`src/rtl/axlb_pkg.sv`:
```
// Package: shared types and constants for the AXI4-Lite to local-bus bridge.
// Assumes: nothing beyond IEEE 1800-2017.
package axlb_pkg;

    // Local-bus scheduler states: at most one local operation at a time.
    typedef enum logic [1:0] {
        LB_IDLE  = 2'd0,
        LB_READ  = 2'd1,
        LB_WRITE = 2'd2
    } lb_state_e;

    // The only response code the bridge ever returns.
    localparam logic [1:0] AXI_RESP_OKAY = 2'b00;

endpackage

```
`src/rtl/axlb_wr_join.sv`:
```
// Module: axlb_wr_join
// Joins the independent AW and W handshakes into one pending write request.
// It holds the address, data and strobes stable until the local write is done,
// then raises the write response and keeps it up until the master takes it.
// Assumes: wr_done pulses only while wr_req is high.
module axlb_wr_join #(
    parameter  int ADDR_W = 16,
    parameter  int DATA_W = 32,
    localparam int STRB_W = DATA_W / 8
) (
    input  logic              clk,
    input  logic              rst_n,
    input  logic [ADDR_W-1:0] awaddr,
    input  logic              awvalid,
    output logic              awready,
    input  logic [DATA_W-1:0] wdata,
    input  logic [STRB_W-1:0] wstrb,
    input  logic              wvalid,
    output logic              wready,
    output logic              bvalid,
    input  logic              bready,
    output logic              wr_req,
    output logic [ADDR_W-1:0] wr_addr,
    output logic [DATA_W-1:0] wr_data,
    output logic [STRB_W-1:0] wr_strb,
    input  logic              wr_done
);

    logic aw_got;
    logic w_got;
    logic b_pend;

    // Each channel is open only while it holds nothing and no response waits.
    assign awready = !aw_got && !b_pend;
    assign wready  = !w_got  && !b_pend;
    assign wr_req  = aw_got && w_got;
    assign bvalid  = b_pend;

    // Purpose: capture the write address and hold it until the write is done.
    always_ff @(posedge clk) begin
        if (!rst_n) begin
            aw_got  <= 1'b0;
            wr_addr <= '0;
        end else if (wr_done) begin
            aw_got  <= 1'b0;
        end else if (awvalid && awready) begin
            aw_got  <= 1'b1;
            wr_addr <= awaddr;
        end
    end

    // Purpose: capture the write data and strobes and hold them until done.
    always_ff @(posedge clk) begin
        if (!rst_n) begin
            w_got   <= 1'b0;
            wr_data <= '0;
            wr_strb <= '0;
        end else if (wr_done) begin
            w_got   <= 1'b0;
        end else if (wvalid && wready) begin
            w_got   <= 1'b1;
            wr_data <= wdata;
            wr_strb <= wstrb;
        end
    end

    // Purpose: raise the write response on completion, drop it on bready.
    always_ff @(posedge clk) begin
        if (!rst_n) begin
            b_pend <= 1'b0;
        end else if (wr_done) begin
            b_pend <= 1'b1;
        end else if (b_pend && bready) begin
            b_pend <= 1'b0;
        end
    end

endmodule

```
`src/rtl/axlb_rd_capture.sv`:
```
// Module: axlb_rd_capture
// Takes in one read address, requests it on the local bus through the
// scheduler, registers the returned data and presents it on the R channel
// until the master accepts it.
// Assumes: rd_done pulses only while rd_req is high.
module axlb_rd_capture #(
    parameter int ADDR_W = 16,
    parameter int DATA_W = 32
) (
    input  logic              clk,
    input  logic              rst_n,
    input  logic [ADDR_W-1:0] araddr,
    input  logic              arvalid,
    output logic              arready,
    output logic [DATA_W-1:0] rdata,
    output logic              rvalid,
    input  logic              rready,
    output logic              rd_req,
    output logic [ADDR_W-1:0] rd_addr,
    input  logic [DATA_W-1:0] lb_data,
    input  logic              rd_done
);

    logic ar_got;
    logic r_pend;

    // One read in flight: no new address until the last data is taken.
    assign arready = !ar_got && !r_pend;
    assign rd_req  = ar_got;
    assign rvalid  = r_pend;

    // Purpose: capture the read address and hold it until the data returns.
    always_ff @(posedge clk) begin
        if (!rst_n) begin
            ar_got  <= 1'b0;
            rd_addr <= '0;
        end else if (rd_done) begin
            ar_got  <= 1'b0;
        end else if (arvalid && arready) begin
            ar_got  <= 1'b1;
            rd_addr <= araddr;
        end
    end

    // Purpose: register the local read data and hold it until rready.
    always_ff @(posedge clk) begin
        if (!rst_n) begin
            r_pend <= 1'b0;
            rdata  <= '0;
        end else if (rd_done) begin
            r_pend <= 1'b1;
            rdata  <= lb_data;
        end else if (r_pend && rready) begin
            r_pend <= 1'b0;
        end
    end

endmodule

```
`src/rtl/axlb_lb_sched.sv`:
```
// Module: axlb_lb_sched
// Owns the local bus: it issues one request at a time and holds it until
// acknowledged. When both a read and a write are waiting, a parameter picks
// which goes first (read by default).
// Assumes: requests stay high until their done pulse.
module axlb_lb_sched #(
    parameter bit READ_FIRST = 1'b1
) (
    input  logic clk,
    input  logic rst_n,
    input  logic wr_req,
    input  logic rd_req,
    input  logic lb_wr_ack,
    input  logic lb_rd_ack,
    output logic lb_wr_req,
    output logic lb_rd_req,
    output logic wr_done,
    output logic rd_done
);

    import axlb_pkg::*;

    lb_state_e state_q;
    lb_state_e state_d;
    logic      pick_read;

    // The priority rule is picked at elaboration.
    generate
        if (READ_FIRST) begin : g_read_first
            assign pick_read = rd_req;
        end else begin : g_write_first
            assign pick_read = rd_req && !wr_req;
        end
    endgenerate

    assign lb_rd_req = (state_q == LB_READ);
    assign lb_wr_req = (state_q == LB_WRITE);
    assign rd_done   = lb_rd_req && lb_rd_ack;
    assign wr_done   = lb_wr_req && lb_wr_ack;

    // Purpose: choose the next local operation or hold the current one.
    always_comb begin
        state_d = state_q;
        case (state_q)
            LB_IDLE: begin
                if (pick_read) begin
                    state_d = LB_READ;
                end else if (wr_req) begin
                    state_d = LB_WRITE;
                end
            end
            LB_READ: begin
                if (lb_rd_ack) begin
                    state_d = LB_IDLE;
                end
            end
            LB_WRITE: begin
                if (lb_wr_ack) begin
                    state_d = LB_IDLE;
                end
            end
            default: state_d = LB_IDLE;
        endcase
    end

    // Purpose: state register with synchronous active-low reset.
    always_ff @(posedge clk) begin
        if (!rst_n) begin
            state_q <= LB_IDLE;
        end else begin
            state_q <= state_d;
        end
    end

endmodule

```
`src/rtl/axil_lb_bridge.sv`:
```
// Module: axil_lb_bridge (top)
// AXI4-Lite slave to single-transfer local register bus. One write and one
// read may be taken in at a time, but only one local operation runs at a time.
// Responses are always OKAY, and the protection inputs are ignored.
// Assumes: DATA_W is a multiple of 8; the local side acknowledges each request.
module axil_lb_bridge #(
    parameter  int ADDR_W     = 16,
    parameter  int DATA_W     = 32,
    parameter  bit READ_FIRST = 1'b1,
    localparam int STRB_W     = DATA_W / 8
) (
    input  logic              clk,
    input  logic              rst_n,
    input  logic [ADDR_W-1:0] s_awaddr,
    input  logic [2:0]        s_awprot,
    input  logic              s_awvalid,
    output logic              s_awready,
    input  logic [DATA_W-1:0] s_wdata,
    input  logic [STRB_W-1:0] s_wstrb,
    input  logic              s_wvalid,
    output logic              s_wready,
    output logic [1:0]        s_bresp,
    output logic              s_bvalid,
    input  logic              s_bready,
    input  logic [ADDR_W-1:0] s_araddr,
    input  logic [2:0]        s_arprot,
    input  logic              s_arvalid,
    output logic              s_arready,
    output logic [DATA_W-1:0] s_rdata,
    output logic [1:0]        s_rresp,
    output logic              s_rvalid,
    input  logic              s_rready,
    output logic [ADDR_W-1:0] lb_wr_addr,
    output logic [DATA_W-1:0] lb_wr_data,
    output logic [STRB_W-1:0] lb_wr_be,
    output logic              lb_wr_req,
    input  logic              lb_wr_ack,
    output logic [ADDR_W-1:0] lb_rd_addr,
    output logic              lb_rd_req,
    input  logic [DATA_W-1:0] lb_rd_data,
    input  logic              lb_rd_ack
);

    import axlb_pkg::*;

    logic wr_pending;
    logic rd_pending;
    logic wr_done;
    logic rd_done;
    logic prot_unused;

    // Protection bits are accepted but deliberately go nowhere.
    assign prot_unused = ^{s_awprot, s_arprot};

    assign s_bresp = AXI_RESP_OKAY;
    assign s_rresp = AXI_RESP_OKAY;

    axlb_wr_join #(
        .ADDR_W (ADDR_W),
        .DATA_W (DATA_W)
    ) u_wr (
        .clk     (clk),
        .rst_n   (rst_n),
        .awaddr  (s_awaddr),
        .awvalid (s_awvalid),
        .awready (s_awready),
        .wdata   (s_wdata),
        .wstrb   (s_wstrb),
        .wvalid  (s_wvalid),
        .wready  (s_wready),
        .bvalid  (s_bvalid),
        .bready  (s_bready),
        .wr_req  (wr_pending),
        .wr_addr (lb_wr_addr),
        .wr_data (lb_wr_data),
        .wr_strb (lb_wr_be),
        .wr_done (wr_done)
    );

    axlb_rd_capture #(
        .ADDR_W (ADDR_W),
        .DATA_W (DATA_W)
    ) u_rd (
        .clk     (clk),
        .rst_n   (rst_n),
        .araddr  (s_araddr),
        .arvalid (s_arvalid),
        .arready (s_arready),
        .rdata   (s_rdata),
        .rvalid  (s_rvalid),
        .rready  (s_rready),
        .rd_req  (rd_pending),
        .rd_addr (lb_rd_addr),
        .lb_data (lb_rd_data),
        .rd_done (rd_done)
    );

    axlb_lb_sched #(
        .READ_FIRST (READ_FIRST)
    ) u_sched (
        .clk       (clk),
        .rst_n     (rst_n),
        .wr_req    (wr_pending),
        .rd_req    (rd_pending),
        .lb_wr_ack (lb_wr_ack),
        .lb_rd_ack (lb_rd_ack),
        .lb_wr_req (lb_wr_req),
        .lb_rd_req (lb_rd_req),
        .wr_done   (wr_done),
        .rd_done   (rd_done)
    );

endmodule

```
`config.mk`:
```
export PLATFORM = sky130hd
export DESIGN_NAME = axil_lb_bridge
export DESIGN_NICKNAME = d
export VERILOG_FILES = /design/src/rtl/axlb_pkg.sv /design/src/rtl/axlb_wr_join.sv /design/src/rtl/axlb_rd_capture.sv /design/src/rtl/axlb_lb_sched.sv /design/src/rtl/axil_lb_bridge.sv
export SDC_FILE = /design/constraint.sdc
export NUM_CORES = 1
export LEC_CHECK = 0
export BUFFER_PORTS_ARGS = -buffer_cell sky130_fd_sc_hd__buf_2
export CAP_MARGIN = 20
export CORE_AREA = 2 2 98 137
export DETAILED_ROUTE_END_ITERATION = 6
export DIE_AREA = 0 0 100 139
export PLACE_DENSITY_LB_ADDON = 0.12
export SLEW_MARGIN = 20
export SYNTH_ARGS = -nofsm -noshare
export SYNTH_HDL_FRONTEND = slang
export SYNTH_HIERARCHICAL = 1
export SYNTH_SLANG_ARGS = --single-unit
export TNS_END_PERCENT = 5
```
`constraint.sdc`:
```
create_clock -name clk -period 4.5 [get_ports clk]
set_clock_uncertainty 0.2 [all_clocks]
set_input_delay 0.675 -clock clk [delete_from_list [all_inputs] [get_ports clk]]
set_output_delay 0.675 -clock clk [all_outputs]
set_load 0.02 [all_outputs]
```
# Yosys cells after proc, flatten, opt, wreduce, memory -nomap -nowiden
# Cells that the tools add are included.
dict set report totals {
  regBits 107
  inputBits 115
  elab_cells 53
}
dict set report op_classes {
  bitwise_logic 3
  eq_ne 5
  reduce_logical 25
  n_mux 9
}
# op n
set op_table {}
lappend op_table {{$logic_and 1x1->1} 11}
lappend op_table {{$mux 2} 4}
lappend op_table {{$pmux 2 s3} 1}
lappend op_table {{$reduce_and 2->1} 3}
lappend op_table {{$logic_not 1->1} 5}
lappend op_table {{$mux 1} 4}
lappend op_table {{$ne 2x2->1 const B} 2}
lappend op_table {{$reduce_bool 2->1} 2}
lappend op_table {{$reduce_or 2->1} 2}
lappend op_table {{$ne 3x2->1 const B} 1}
lappend op_table {{$not 1->1} 3}
lappend op_table {{$reduce_and 3->1} 1}
lappend op_table {{$eq 2x1->1 const B} 1}
lappend op_table {{$eq 2x2->1 const B} 1}
lappend op_table {{$logic_not 2->1} 1}

# Logic depth before layout (Yosys ltp)
dict set report depth {
  depth_word 4
  ltp_mapped 7
  ltp_nobuf 4
}

# Hierarchy
# The synthesis kept the hierarchy.
# mod area_each_um2 n_inst cells_each
set modules_own_cells {}
lappend modules_own_cells {axlb_wr_join 2252.2 1 243}
lappend modules_own_cells {axlb_rd_capture 1949.4 1 182}
lappend modules_own_cells {axlb_lb_sched 111.4 1 12}
lappend modules_own_cells {axil_lb_bridge 33.8 1 5}

# Worst setup path before layout
# No wires, ideal clock.
dict set report synth_path {
  kind {input port to flip-flop}
  from {input lb_rd_ack}
  to {register u_rd.rd_addr[0]}
  required_time_ns 4.228
  n_path_buf 3
  stages 6
  path_slack_ns 2.586
  t_arrival_ns 1.642
  setup_ns 0.072
  cell_sequence {and2_1 -> buf_6 -> nor4b_4 -> buf_6 -> buf_12 -> mux2i_1}
}
dict set report synth_via {
  elab_chain_len 3
}
# element line
set synth_lines {}
lappend synth_lines {{start, declared} axil_lb_bridge.sv:41} ;# input logic lb_rd_ack
lappend synth_lines {{$logic_and 1x1->1} axlb_lb_sched.sv:38} ;# assign rd_done = lb_rd_req && lb_rd_ack;
lappend synth_lines {{$not 1->1 (no line)} -}
lappend synth_lines {{$reduce_and 2->1 (no line)} -}
lappend synth_lines {{end signal, assigned} axlb_rd_capture.sv:41} ;# rd_addr <= araddr;
lappend synth_lines {{end, declared} axlb_rd_capture.sv:19} ;# output logic [ADDR_W-1:0] rd_addr,
# No other way between the ends.
# A chain may end at the register's enable or synchronous reset.

# Worst setup path in the final report
dict set report layout_path {
  from {register u_sched.state_q[0]}
  to {register u_wr.wr_data[17]}
}
dict set report layout_via {
  elab_chain_len 4
}
# element line
set layout_lines {}
lappend layout_lines {{start, declared} axlb_lb_sched.sv:23} ;# lb_state_e state_q;
lappend layout_lines {{start signal, assigned} axlb_lb_sched.sv:71} ;# state_q <= state_d;
lappend layout_lines {{$eq 2x2->1} axlb_lb_sched.sv:37} ;# assign lb_wr_req = (state_q == LB_WRITE);
lappend layout_lines {{$logic_and 1x1->1} axlb_lb_sched.sv:39} ;# assign wr_done = lb_wr_req && lb_wr_ack;
lappend layout_lines {{via wr_done} axil_lb_bridge.sv:48} ;# logic wr_done;
lappend layout_lines {{$not 1->1 (no line)} -}
lappend layout_lines {{$reduce_and 2->1 (no line)} -}
lappend layout_lines {{end signal, assigned} axlb_wr_join.sv:62} ;# wr_data <= wdata;
lappend layout_lines {{end, declared} axlb_wr_join.sv:24} ;# output logic [DATA_W-1:0] wr_data,
# The timed path passes the listed nets, and every way through them passes these cells.

==> run metrics <==
Netlist cell types=27; main combinational cell family by area after synthesis=multiplexers; Arr. time, crit path=around 2.4 ns; first drt pass iteration count=4; final worst setup slack=about 2.1 ns; Period minus WS final=around 2.4 ns; compound-cell area share of the yosys netlist=0.0130; Setup TNS Final=0 ns; CTS root buf=clkbuf_16; CTS clk-pin slew, worst paths=around 0.07 ns; Hold Violations, Final=0; Slew Viols, Final=0; max cap viols=0; Post-CTS Setup Inserts=0; Synth Area in Simple Gates=0.199; WL final=between 10000 and 15000 um; mux contribution to synthesized area=0.230; worst path cell trace=nor2b_1, and2_1, nor4b_4, buf_4, mux2i_1; Die W=100 um; row count=just under 50; fill cell count=around 1300; Antenna Cells=0; final antenna-violating net count=0; Worst setup SP type=flip-flop; area grow syn2layout=32.9%; Post-CTS Hold Buffers=0; Total Power=between 2 and 2.5 mW; most frequent cells in the layout=buf_2 (214), nand2_1 (136), dfxtp_1 (107); starting density of the core=0.341; insertion delay to the later sink of the worst-skew pair=~0.33 ns; synthesized cell area=4350 um^2; type of the most critical hold path=flip-flop to flip-flop; total gr overflow=0; Final HPWL DP=roughly 7400 um; FF-to-FF Start=u_sched/state_q[0]; hold path startpoint=u_wr/wr_addr[14]; first-pass GRT wire length=16200 um; Avg Cell Area, Syn=9.83 um^2; drt wl/cell=12.9 um; PortBufs=about 220; nets@finish=~760; PwrDens=between 300 and 400 nW/um^2; hold_ws=0.255 ns; DRC=0; full die area=roughly 14000 um^2; xor-xnor portion of the synthesized cell area=0; CTS Sinks=between 100 and 150; CTS buffer count=9; status=completed; largest net degree at the start of global routing=approximately 130; Final setup viols=0; Core Area=about 13000 um^2; Max Freq=0.422 GHz; Syn. warnings=6; post-CTS sizing=0; RSZ-0062 raised after global routing=no; global-route usage over all layers=0.144; Crit. End Element=flip-flop; final period utilization=0.526; Pleak=around 2.8 nW; synthesized instance count=442; Place WS=~1.8 ns; WP data required=approximately 4.6 ns; Critical-path top delay cell=buf_4; Slew @ Worst Pin=about 0.80 ns; total number of vias=about 3500; htree depth=3; share of cells above drive strength 1=0.374; Post-Synth Adder-Cell Area=0; vias in the first global route=~3400; I/O pin total=226; DIE HEIGHT=roughly 140 um; Setup CP Type=flip-flop to flip-flop; CTS max path bufs=2; sequential share of the synthesized area=0.493; most common cell after layout, fill and taps aside=buf_2; TritonCTS clock tree=built; worst-path maximum fanout=31; Vias/cell=between 4 and 5; crit path from=u_sched/state_q[0]; FF+latch count, synth=approximately 110; placer congestion estimate=0.711; Iteration-0 DRC Markers=78; Max transition margin=0.469; Max stage delay on crit path=between 0.5 and 0.6 ns; maximum vdd drop=~0.21 mV; initial antenna violation count=0
## worst max-delay path: cells and delay by family (launching register included)
kind                   cells  cell delay, ns
buffers and inverters      1            0.56
muxes                      1            0.25
and+or+nand+nor            3            0.86
DFF                        1            0.40
## kinds of logic (layout without fill, tap and decap cells)
| kind of cell | after synthesis | count (layout) |
|---|---|---|
| other | 1 | 4 |
| flip-flops | 107 | 107 |
| buffers and inverters | 39 | 241 |
| AND/OR/NAND/NOR | 188 | 188 |
| multiplexers | 100 | 100 |
| AO/OA/AOI/OAI | 7 | 7 |
## per-stage QoR
step / utilization / instance area (um^2) / cells
after global routing: 0.453 / 5780 / 800
after global placement: 0.426 / 5430 / 784
after detailed placement: 0.426 / 5430 / 784
final: 0.453 / 5780 / 800
after CTS: 0.453 / 5770 / 800
after floorplan: - / 4360 / 445
## worst paths after layout
path	cells past startpoint	slack, ns	end
min	2	0.25	u_wr/wr_addr[14]
min reg2reg	2	0.25	u_wr/wr_addr[14]
max	5	2.13	u_wr/wr_data[17]
max reg2reg	5	2.13	u_wr/wr_data[17]
## cell usage after synthesis (all sizes together)
| master | n | area (um^2) |
|---|---|---|
| a2111oi | 1 | 8.76 |
| a211oi | 1 | 12.5 |
| a21boi | 1 | 7.51 |
| a21oi | 2 | 10.0 |
| and2 | 2 | 12.5 |
| and2b | 1 | 7.51 |
| buf | 22 | 214 |
| clkbuf | 13 | 48.8 |
| conb | 1 | 3.75 |
| dfxtp | 107 | 2140 |
| inv | 4 | 15.0 |
| mux2i | 100 | 1000 |
| nand2 | 136 | 510 |
| nand2b | 4 | 25.0 |
| nor2 | 5 | 18.8 |
| nor2b | 35 | 221 |
| nor4b | 3 | 53.8 |
| o211a | 1 | 10.0 |
| o21a | 1 | 7.51 |
| or2b | 1 | 7.51 |
| or3b | 1 | 8.76 |
## power by group
group	internal [mW]	total [mW]	switching, mW	leakage, nW
logic	0.150	0.357	0.207	1.76
registers	1.01	1.04	0.0312	0.876
clock network	0.558	0.901	0.343	0.169
## state kept, by name (all words and copies together), names as in the netlist
| name | flops |
|---|---|
| u_rd/rd_addr | 16 |
| u_rd/rdata | 32 |
| u_wr/w_got | 1 |
| u_wr/bvalid | 1 |
| u_wr/aw_got | 1 |
| u_rd/rvalid | 1 |
| u_rd/rd_req | 1 |
| u_wr/wr_addr | 16 |
| u_wr/wr_data | 32 |
| u_sched/state_q | 2 |
| u_wr/wr_strb | 4 |
## final cells by class
| type | count | area (um^2) | area share |
|---|---|---|---|
| flip-flops and latches | 107 | 2140 | 0.371 |
| multi-input cells | 299 | 1960 | 0.339 |
| repair buffers | 221 | 1130 | 0.195 |
| clock buffers | 11 | 243 | 0.0420 |
| well taps | 153 | 191 | 0.0331 |
| clock inverters | 5 | 100 | 0.0173 |
| inverters | 4 | 15.0 | 0.00260 |
## layer usage
metal,vias to the layer above,wire [um],global-route usage
li1,1822,-,-
met1,1581,4290,0.166
met2,135,4970,0.240
met3,10,907,0.0524
met4,0,161,0.0570
met5,-,0,0
Power figures use the tool's default switching activity.
